===== config.mk =====
export PLATFORM = sky130hd
export DESIGN_NAME = rxdet_seq
export DESIGN_NICKNAME = d
export VERILOG_FILES = /design/src/rtl/rxdet_pkg.sv /design/src/rtl/rxdet_ctrl.sv /design/src/rtl/rxdet_datapath.sv /design/src/rtl/rxdet_seq.sv
export SDC_FILE = /design/constraint.sdc
export NUM_CORES = 1
export LEC_CHECK = 0
export BUFFER_PORTS_ARGS = -buffer_cell sky130_fd_sc_hd__buf_2
export CELL_PAD_IN_SITES_DETAIL_PLACEMENT = 0
export CELL_PAD_IN_SITES_GLOBAL_PLACEMENT = 1
export CORE_AREA = 2 2 39 41
export DETAILED_ROUTE_END_ITERATION = 16
export DIE_AREA = 0 0 41 43
export GPL_TIMING_DRIVEN = 0
export PLACE_DENSITY = 0.57
export SLEW_MARGIN = 15
export SYNTH_ARGS = -nofsm -noshare
export SYNTH_HDL_FRONTEND = slang
export SYNTH_SLANG_ARGS = --single-unit

===== constraint.sdc =====
create_clock -name clk -period 1.1 [get_ports clk]
set_input_delay 0.165 -clock clk [delete_from_list [all_inputs] [get_ports clk]]
set_output_delay 0.165 -clock clk [all_outputs]
set_load 0.02 [all_outputs]

===== src/rtl/rxdet_pkg.sv =====
package rxdet_pkg;

  localparam logic [1:0] PWR_P1     = 2'b10;
  localparam logic [2:0] STAT_FOUND = 3'b011;
  localparam logic [2:0] STAT_NONE  = 3'b000;

  typedef enum logic {
    ST_IDLE,
    ST_COUNT
  } detState_t;

  // Strobes from control to datapath
  typedef struct packed {
    logic clearCnt;     // begin a window: zero the counter
    logic stepCnt;      // advance the window counter
    logic latchResult;  // sample comparator, raise done
  } detStrobes_t;

endpackage


===== src/rtl/rxdet_ctrl.sv =====
module rxdet_ctrl
  import rxdet_pkg::*;
(
  input  logic        clk,
  input  logic        rst,
  input  logic        detReq,
  input  logic [1:0]  pwrState,
  input  logic        cntLast,
  output detStrobes_t strb
);

  detState_t state;
  detState_t stateNext;
  logic      reqPrev;
  logic      reqRise;

  // Held high across reset so a request stuck high cannot fire afterwards
  always_ff @(posedge clk) begin
    if (rst) reqPrev <= 1'b1;
    else     reqPrev <= detReq;
  end

  assign reqRise = detReq & ~reqPrev;

  always_comb begin
    strb      = '0;
    stateNext = state;
    case (state)
      ST_IDLE: begin
        if (reqRise && (pwrState == PWR_P1)) begin
          strb.clearCnt = 1'b1;
          stateNext     = ST_COUNT;
        end
      end
      ST_COUNT: begin
        strb.stepCnt = 1'b1;
        if (cntLast) begin
          strb.latchResult = 1'b1;
          stateNext        = ST_IDLE;
        end
      end
      default: stateNext = ST_IDLE;
    endcase
  end

  always_ff @(posedge clk) begin
    if (rst) state <= ST_IDLE;
    else     state <= stateNext;
  end

  // a window is only ever entered from a P1 request
  p_start_in_p1_r2: assert property (@(posedge clk) disable iff (rst)
    $rose(state == ST_COUNT) |-> ($past(pwrState) == PWR_P1))
    else $error("R2: window started outside P1");

  // a running window is never restarted by a new request edge
  p_no_restart_r8: assert property (@(posedge clk) disable iff (rst)
    (state == ST_COUNT) |-> !strb.clearCnt)
    else $error("R8: restart during window");

endmodule


===== src/rtl/rxdet_datapath.sv =====
module rxdet_datapath
  import rxdet_pkg::*;
#(
  parameter int DETECT_CYCLES = 16
) (
  input  logic        clk,
  input  logic        rst,
  input  detStrobes_t strb,
  input  logic        farEndSeen,
  output logic        cntLast,
  output logic        phyDone,
  output logic [2:0]  phyStatus
);

  localparam int CW = (DETECT_CYCLES > 1) ? $clog2(DETECT_CYCLES) : 1;
  localparam logic [CW-1:0] LAST_COUNT = CW'(DETECT_CYCLES - 1);

  logic [CW-1:0] cnt;

  always_ff @(posedge clk) begin
    if (rst)               cnt <= '0;
    else if (strb.clearCnt) cnt <= '0;
    else if (strb.stepCnt)  cnt <= cnt + CW'(1);
  end

  assign cntLast = (cnt == LAST_COUNT);

  always_ff @(posedge clk) begin
    if (rst) begin
      phyDone   <= 1'b0;
      phyStatus <= STAT_NONE;
    end else begin
      phyDone   <= strb.latchResult;
      phyStatus <= (strb.latchResult && farEndSeen) ? STAT_FOUND : STAT_NONE;
    end
  end

  // done never lasts two cycles
  p_done_one_wide_r4: assert property (@(posedge clk) disable iff (rst)
    phyDone |=> !phyDone)
    else $error("R4: done wider than one cycle");

  // status quiet whenever done is low
  p_status_quiet_r7: assert property (@(posedge clk) disable iff (rst)
    !phyDone |-> (phyStatus == STAT_NONE))
    else $error("R7: status nonzero without done");

  // only the two legal codes appear with done
  p_status_legal_r5: assert property (@(posedge clk) disable iff (rst)
    phyDone |-> ((phyStatus == STAT_FOUND) || (phyStatus == STAT_NONE)))
    else $error("R5: illegal status code");

  // done only follows the final count of a running window
  p_done_after_last_r3: assert property (@(posedge clk) disable iff (rst)
    $rose(phyDone) |-> ($past(cntLast) && $past(strb.stepCnt)))
    else $error("R3: done without completed window");

endmodule


===== src/rtl/rxdet_seq.sv =====
module rxdet_seq
  import rxdet_pkg::*;
#(
  parameter int DETECT_CYCLES = 16
) (
  input  logic       clk,
  input  logic       rst,
  input  logic       detReq,
  input  logic [1:0] pwrState,
  input  logic       farEndSeen,
  output logic       phyDone,
  output logic [2:0] phyStatus
);

  detStrobes_t strb;
  logic        cntLast;

  rxdet_ctrl u_ctrl (
    .clk      (clk),
    .rst      (rst),
    .detReq   (detReq),
    .pwrState (pwrState),
    .cntLast  (cntLast),
    .strb     (strb)
  );

  rxdet_datapath #(
    .DETECT_CYCLES (DETECT_CYCLES)
  ) u_dp (
    .clk        (clk),
    .rst        (rst),
    .strb       (strb),
    .farEndSeen (farEndSeen),
    .cntLast    (cntLast),
    .phyDone    (phyDone),
    .phyStatus  (phyStatus)
  );

endmodule


==> run metrics, run 1 <==
status=finished clean; Ports=10; Initial Util=24.2%; #FFs+latches synth=8; Synth Instances=32; top cells by count, synth=8 x dfxtp_1, 6 x nor2_1, 2 x buf_4, 2 x nand4_1, 2 x xor2_1; DR pass1 iterations=1; CP peak stage delay=0.30 ns; fin nets=52; Clock Tree Root=clkbuf_4; Core ar.=1380 µm²; Synth area leaders=dfxtp_1 48%, nor4b_4 7.1%, nor2_1 6.7%; Yosys cell types=17; routed vias/inst=4.17; Post-synth ARST share=0%; routed wire length=567 µm; layout cells sized above 1=39.5%; max-cap viol count=0; CTS max path bufs=2; Min Hold Slack=0.113 ns; Initial DRC Count=0; Vias=246; pin count of the biggest net entering global routing=8; fin crit share=91.9%; GRT Resource Usage Total=8.89%; clk sink count=8; clk_lat worst skew=0.25 ns; Final GP Congestion=0.659; clk slew on worst S/H paths=0.05 ns; slowest cell on the critical path=dfxtp_1; Clock Skew=0.00119 ns; CP Capture Type=flop; placed cells=56; unrepaired setup endpoints after global routing=no; syn_nets=39; Port Buf Inserts=8; Seq/Total Area, Yosys=47.8%; synthesized area per cell=10.5 µm²; diodes inserted=0; die area=1760 µm²; Post-DRT Antenna Nets=0; Yosys Warn Count=0; vias in the first global route=254; Final min period=1.01 ns; Post-Layout Cell Count=59; Crit Path Max Fanout=7; Yosys top cell area share=47.8%; Setup CP Type=reg2reg; number of H-tree levels=1; Resize count post-CTS=0; synthesized area=335 µm²; global-route wire length before repair=966 µm; Layout area overhead=24.6%; max-slew violations=0; DP Worst Slack=0.0265 ns; PnR worst setup slack=0.0892 ns; top-count cell post-synth=dfxtp_1; Post-CTS Hold Fix Bufs=0; LEAKAGE=0.187 nW; arrival time worst endpoint=1.16 ns; EDFF count, synth=0; setup repair bufs after CTS=0; Worst EP required=1.24 ns; Pwr Density=1320 nW/µm²; WL/cell=9.61 µm; cell taking the most area after synthesis=dfxtp_1; Top FF cell, synth=dfxtp_1; # rows=14; Fmax=989 MHz; CTS tree=built; post-route setup TNS=0 ns; initial antenna violation count=0; final hold vios=0; maximum vdd drop=0.394 mV; hold crit path type=in2reg; CTS buffer count=3; CP Cell Sequence=buf_6, nor4b_4, a21o_2, nor2_1; # setup viols final=0; Worst setup SP type=flop; chip width=41 µm; GR Overflow Total=0; # DRC=0; die height=43 µm
[routing by layer]
metal	vias to the layer above	track usage, %	share of wire [%]
li1	125	-	-
met2	9	12.2	45
met3	2	6.28	9.5
met1	110	9.18	42
met5	-	0	0
met4	0	6.00	3.9
[area by class of cell]
cell class,instances,area (µm²)
multi-input combinational,21,149
timing repair buffer,8,40.0
sequential,8,160
clock buffer,3,22.5
fill,155,966
tap,16,20.0
buffer,3,26.3
[where the power goes]
part	switching, W	internal (W)
Combinational	0.0000158	0.0000189
Clock	0.0000955	0.000125
Sequential	0.00000276	0.000294
[worst max-delay path: cells and delay by family (launching register included)]
| kind | cells | cell delay, ns |
|---|---|---|
| and+or+nand+nor | 2 | 0.27 |
| AOI/OAI and AO/OA | 1 | 0.19 |
| buffers and inverters | 1 | 0.13 |
| DFF | 1 | 0.30 |
[worst paths after layout]
kind / start / cells past startpoint / end / slack [ns]
min reg2reg: u_dp.cnt[3] / 2 / u_dp.phyDone / 0.52
max: u_ctrl.state / 4 / u_dp.cnt[3] / 0.09
max reg2reg: u_ctrl.state / 4 / u_dp.cnt[3] / 0.09
min: farEndSeen / 2 / u_dp.phyStatus[0] / 0.11
[layout by cell type, fill, tap and decap left out]
cell type,n
buf_2,8
nor2_1,6
dfxtp_1,8
conb_1,1
mux2i_1,1
and2_1,1
nand3_1,1
clkbuf_4,3
nor4b_4,1
buf_6,1
xor2_1,2
ha_1,1
nand2_1,1
buf_4,2
nand4_1,2
a22oi_1,1
xnor2_1,1
a21o_2,1
or2_2,1
[through the flow]
| stage | total power (W) | instance area (µm²) | utilization, % |
|---|---|---|---|
| after floorplan | 0.000323 | 335 | - |
| after global placement | 0.000336 | 395 | 28.6 |
| after detailed placement | 0.000337 | 395 | 28.6 |
| after CTS | 0.000566 | 418 | 30.2 |
| after global routing | 0.000589 | 418 | 30.2 |
| final | 0.000552 | 418 | 30.2 |
[sequential cells by signal, summed over array words and instances, names as in the netlist]
signal          cells
u_dp.cnt            4
u_ctrl.reqPrev      1
u_ctrl.state        1
u_dp.phyDone        1
u_dp.phyStatus      1
[cell families (layout without fill, tap and decap cells)]
| kind of cell | Yosys count | count (layout) | synth area share [%] |
|---|---|---|---|
| AND/OR/NAND/NOR | 13 | 13 | 23.9 |
| XOR/XNOR | 3 | 3 | 7.84 |
| adder cells (fa/ha/maj) | 1 | 1 | 3.73 |
| flip-flops | 8 | 8 | 47.8 |
| other | 1 | 1 | 1.12 |
| multiplexers | 1 | 1 | 2.99 |
| AO/OA/AOI/OAI | 2 | 2 | 4.85 |
| buffers and inverters | 3 | 14 | 7.83 |
No activity file was read; power rests on OpenSTA's default activity.
==> run 2: changes to the inputs <==
--- a/config.mk
+++ b/config.mk
@@ -12,7 +12,7 @@
 export DETAILED_ROUTE_END_ITERATION = 16
 export DIE_AREA = 0 0 41 43
 export GPL_TIMING_DRIVEN = 0
-export PLACE_DENSITY = 0.57
+export PLACE_DENSITY = 0.59
 export SLEW_MARGIN = 15
 export SYNTH_ARGS = -nofsm -noshare
 export SYNTH_HDL_FRONTEND = slang
==> constraint.sdc (replaced) <==
create_clock -name clk -period 0.8 [get_ports clk]
set_input_delay 0.12 -clock clk [delete_from_list [all_inputs] [get_ports clk]]
set_output_delay 0.12 -clock clk [all_outputs]
set_load 0.02 [all_outputs]
==> run 2 against run 1 <==
The run now ends with setup timing left. Utilization rose by 4.7 points. Via count is 1.6% lower. Global-route usage is 0.72 points lower. Die area unchanged. Critical path depth is 1 lower. Setup slack worse by 0.28 ns. Cell count increased by 1.7%. First-iteration DRC count increased by 2. Maximum frequency rose by 2.4%. Clock skew grew 0.0013 ns. Combinational power rose by 51%. Power increased by 36%.
==> run metrics, run 2 (same netlist as run 1, synthesis figures left out) <==
FF-to-FF path depth=3; Vias=242; number of H-tree levels=1; WL/cell=9.30 µm; Post-CTS Hold Fix Bufs=0; CP Capture Type=flop; clk slew on worst S/H paths=0.05 ns; fin nets=53; Worst EP required=0.94 ns; Setup CP Type=reg2reg; Core ar.=1380 µm²; arrival time worst endpoint=1.12 ns; net switching power=0.000150 W; fin crit share=123%; Initial Util=24.2%; final hold vios=0; clk sink count=8; Switching Share=20.0%; status=finished, violations left; diodes inserted=0; largest reg by FF count=u_dp.cnt; CTS max path bufs=2; Ports=10; Clock Power Share=39.1%; GRT Resource Usage Total=8.17%; hold crit path type=in2reg; cell depth of the worst setup path=3; area of the multi-input gates=164 µm²; vias in the first global route=255; Reg power frac=54.0%; Clock Tree Root=clkbuf_4; FF-to-FF Start=u_ctrl.state; # setup viols final=8; chip width=41 µm; Clock Skew=0.00244 ns; CP top delay family=flip-flops; Final min period=0.987 ns; layout cells sized above 1=56.8%; max-cap viol count=0; initial antenna violation count=0; Initial DRC Count=2; failing checks=setup timing; most frequent cells in the layout=5 x nor2_1, 5 x buf_2, 4 x buf_6; # rows=14; die height=43 µm; CTS buffer count=3; DR pass1 iterations=2; PnR worst setup slack=-0.187 ns; Port Buf Inserts=8; CP Cell Sequence=nor4b_4, a21o_2, nor2_1; Layout area overhead=44.0%; Hold Startpoint=farEndSeen; clk_lat worst skew=0.25 ns; Register Area=171 µm²; CP peak stage delay=0.34 ns; maximum vdd drop=0.752 mV; CP Buf/Inv Count=0; CTS tree=built; Critical path origin=u_ctrl.state; LEAKAGE=0.194 nW; Worst setup SP type=flop; pin count of the biggest net entering global routing=7; Pwr Density=1550 nW/µm²; Tot Pwr=0.000750 W; WHS Path Cells=2; Final GP Congestion=0.645; Comb power frac=7.0%; Fmax=1010 MHz; utilization after layout=34.9%; unrepaired setup endpoints after global routing=yes; Crit Path Max Fanout=4; die area=1760 µm²; P_int=0.000600 W; GR Overflow Total=0; routed wire length=558 µm; Fill cells=151; Post-DRT Antenna Nets=0; slowest cell on the critical path=dfxtp_2; max-slew violations=0; routed vias/inst=4.03; # DRC=0; global-route wire length before repair=966 µm; post-route setup TNS=-1.08 ns; flip-flop count of the largest register after layout=4
## run 2: cell types whose count changed in the layout (fill, tap and decap cells not counted), moves of 2 or more
cell,previous run,this run
dfxtp_1,8,3
buf_2,8,5
buf_6,1,4
dfxtp_2,0,3
dfxtp_4,0,2
## run 2: worst register-to-register path, cell delays in order, from the launching register on
cell     delay (ns)
dfxtp_2        0.34
nor4b_4        0.29
a21o_2         0.20
nor2_1         0.05
## run 2: power by group through the flow
| stage | Clock (W) | Sequential [W] | Combinational [W] |
|---|---|---|---|
| 5_1_grt | 0.000327 | 0.000404 | 0.0000581 |
| 4_1_cts | 0.000315 | 0.000409 | 0.0000537 |
| 6_report | 0.000293 | 0.000404 | 0.0000523 |
| 2_1_floorplan | 0 | 0.000416 | 0.0000293 |
| 3_5_place_dp | 0 | 0.000416 | 0.0000484 |
| 3_3_place_gp | 0 | 0.000416 | 0.0000490 |
## run 2: final cells by class
cell class,instances,share of cell area (%)
flip-flops and latches,8,35.5
multi-input cells,21,33.9
repair buffers,10,17.9
clock buffers,3,4.66
well taps,16,4.15
plain buffers,2,3.89
## run 2: final timing paths
path                       endpoint  slack, ns
setup reg to reg        u_dp.cnt[2]      -0.19
hold / removal    u_dp.phyStatus[0]       0.07
setup / recovery        u_dp.cnt[2]      -0.19
hold reg to reg        u_dp.phyDone       0.52
## run 2: metrics by stage
step           instances  setup slack, ns  hold WS, ns  instance area (µm²)
4_1_cts               60           -0.208       0.0629                  478
5_1_grt               60           -0.272       0.0765                  483
3_5_place_dp          56           -0.215        0.326                  398
2_1_floorplan         32           -0.147        0.192                  338
3_3_place_gp          56           -0.216        0.324                  398
6_report              60           -0.187       0.0726                  483
## run 2: timing repair
item	in CTS	in global routing
pin swaps	1	4
endpoints found under the setup margin	10	10
buffers inserted	1	1
endpoints found under the hold margin	0	0
resized for setup	12	4
## run 2: per-layer routing
| layer | track usage [%] | up-vias | routed length, µm |
|---|---|---|---|
| li1 | - | 129 | - |
| met1 | 12.1 | 107 | 271 |
| met2 | 10.0 | 6 | 240 |
| met3 | 1.57 | 0 | 47 |
| met4 | 6.00 | 0 | 0 |
| met5 | 0 | - | 0 |
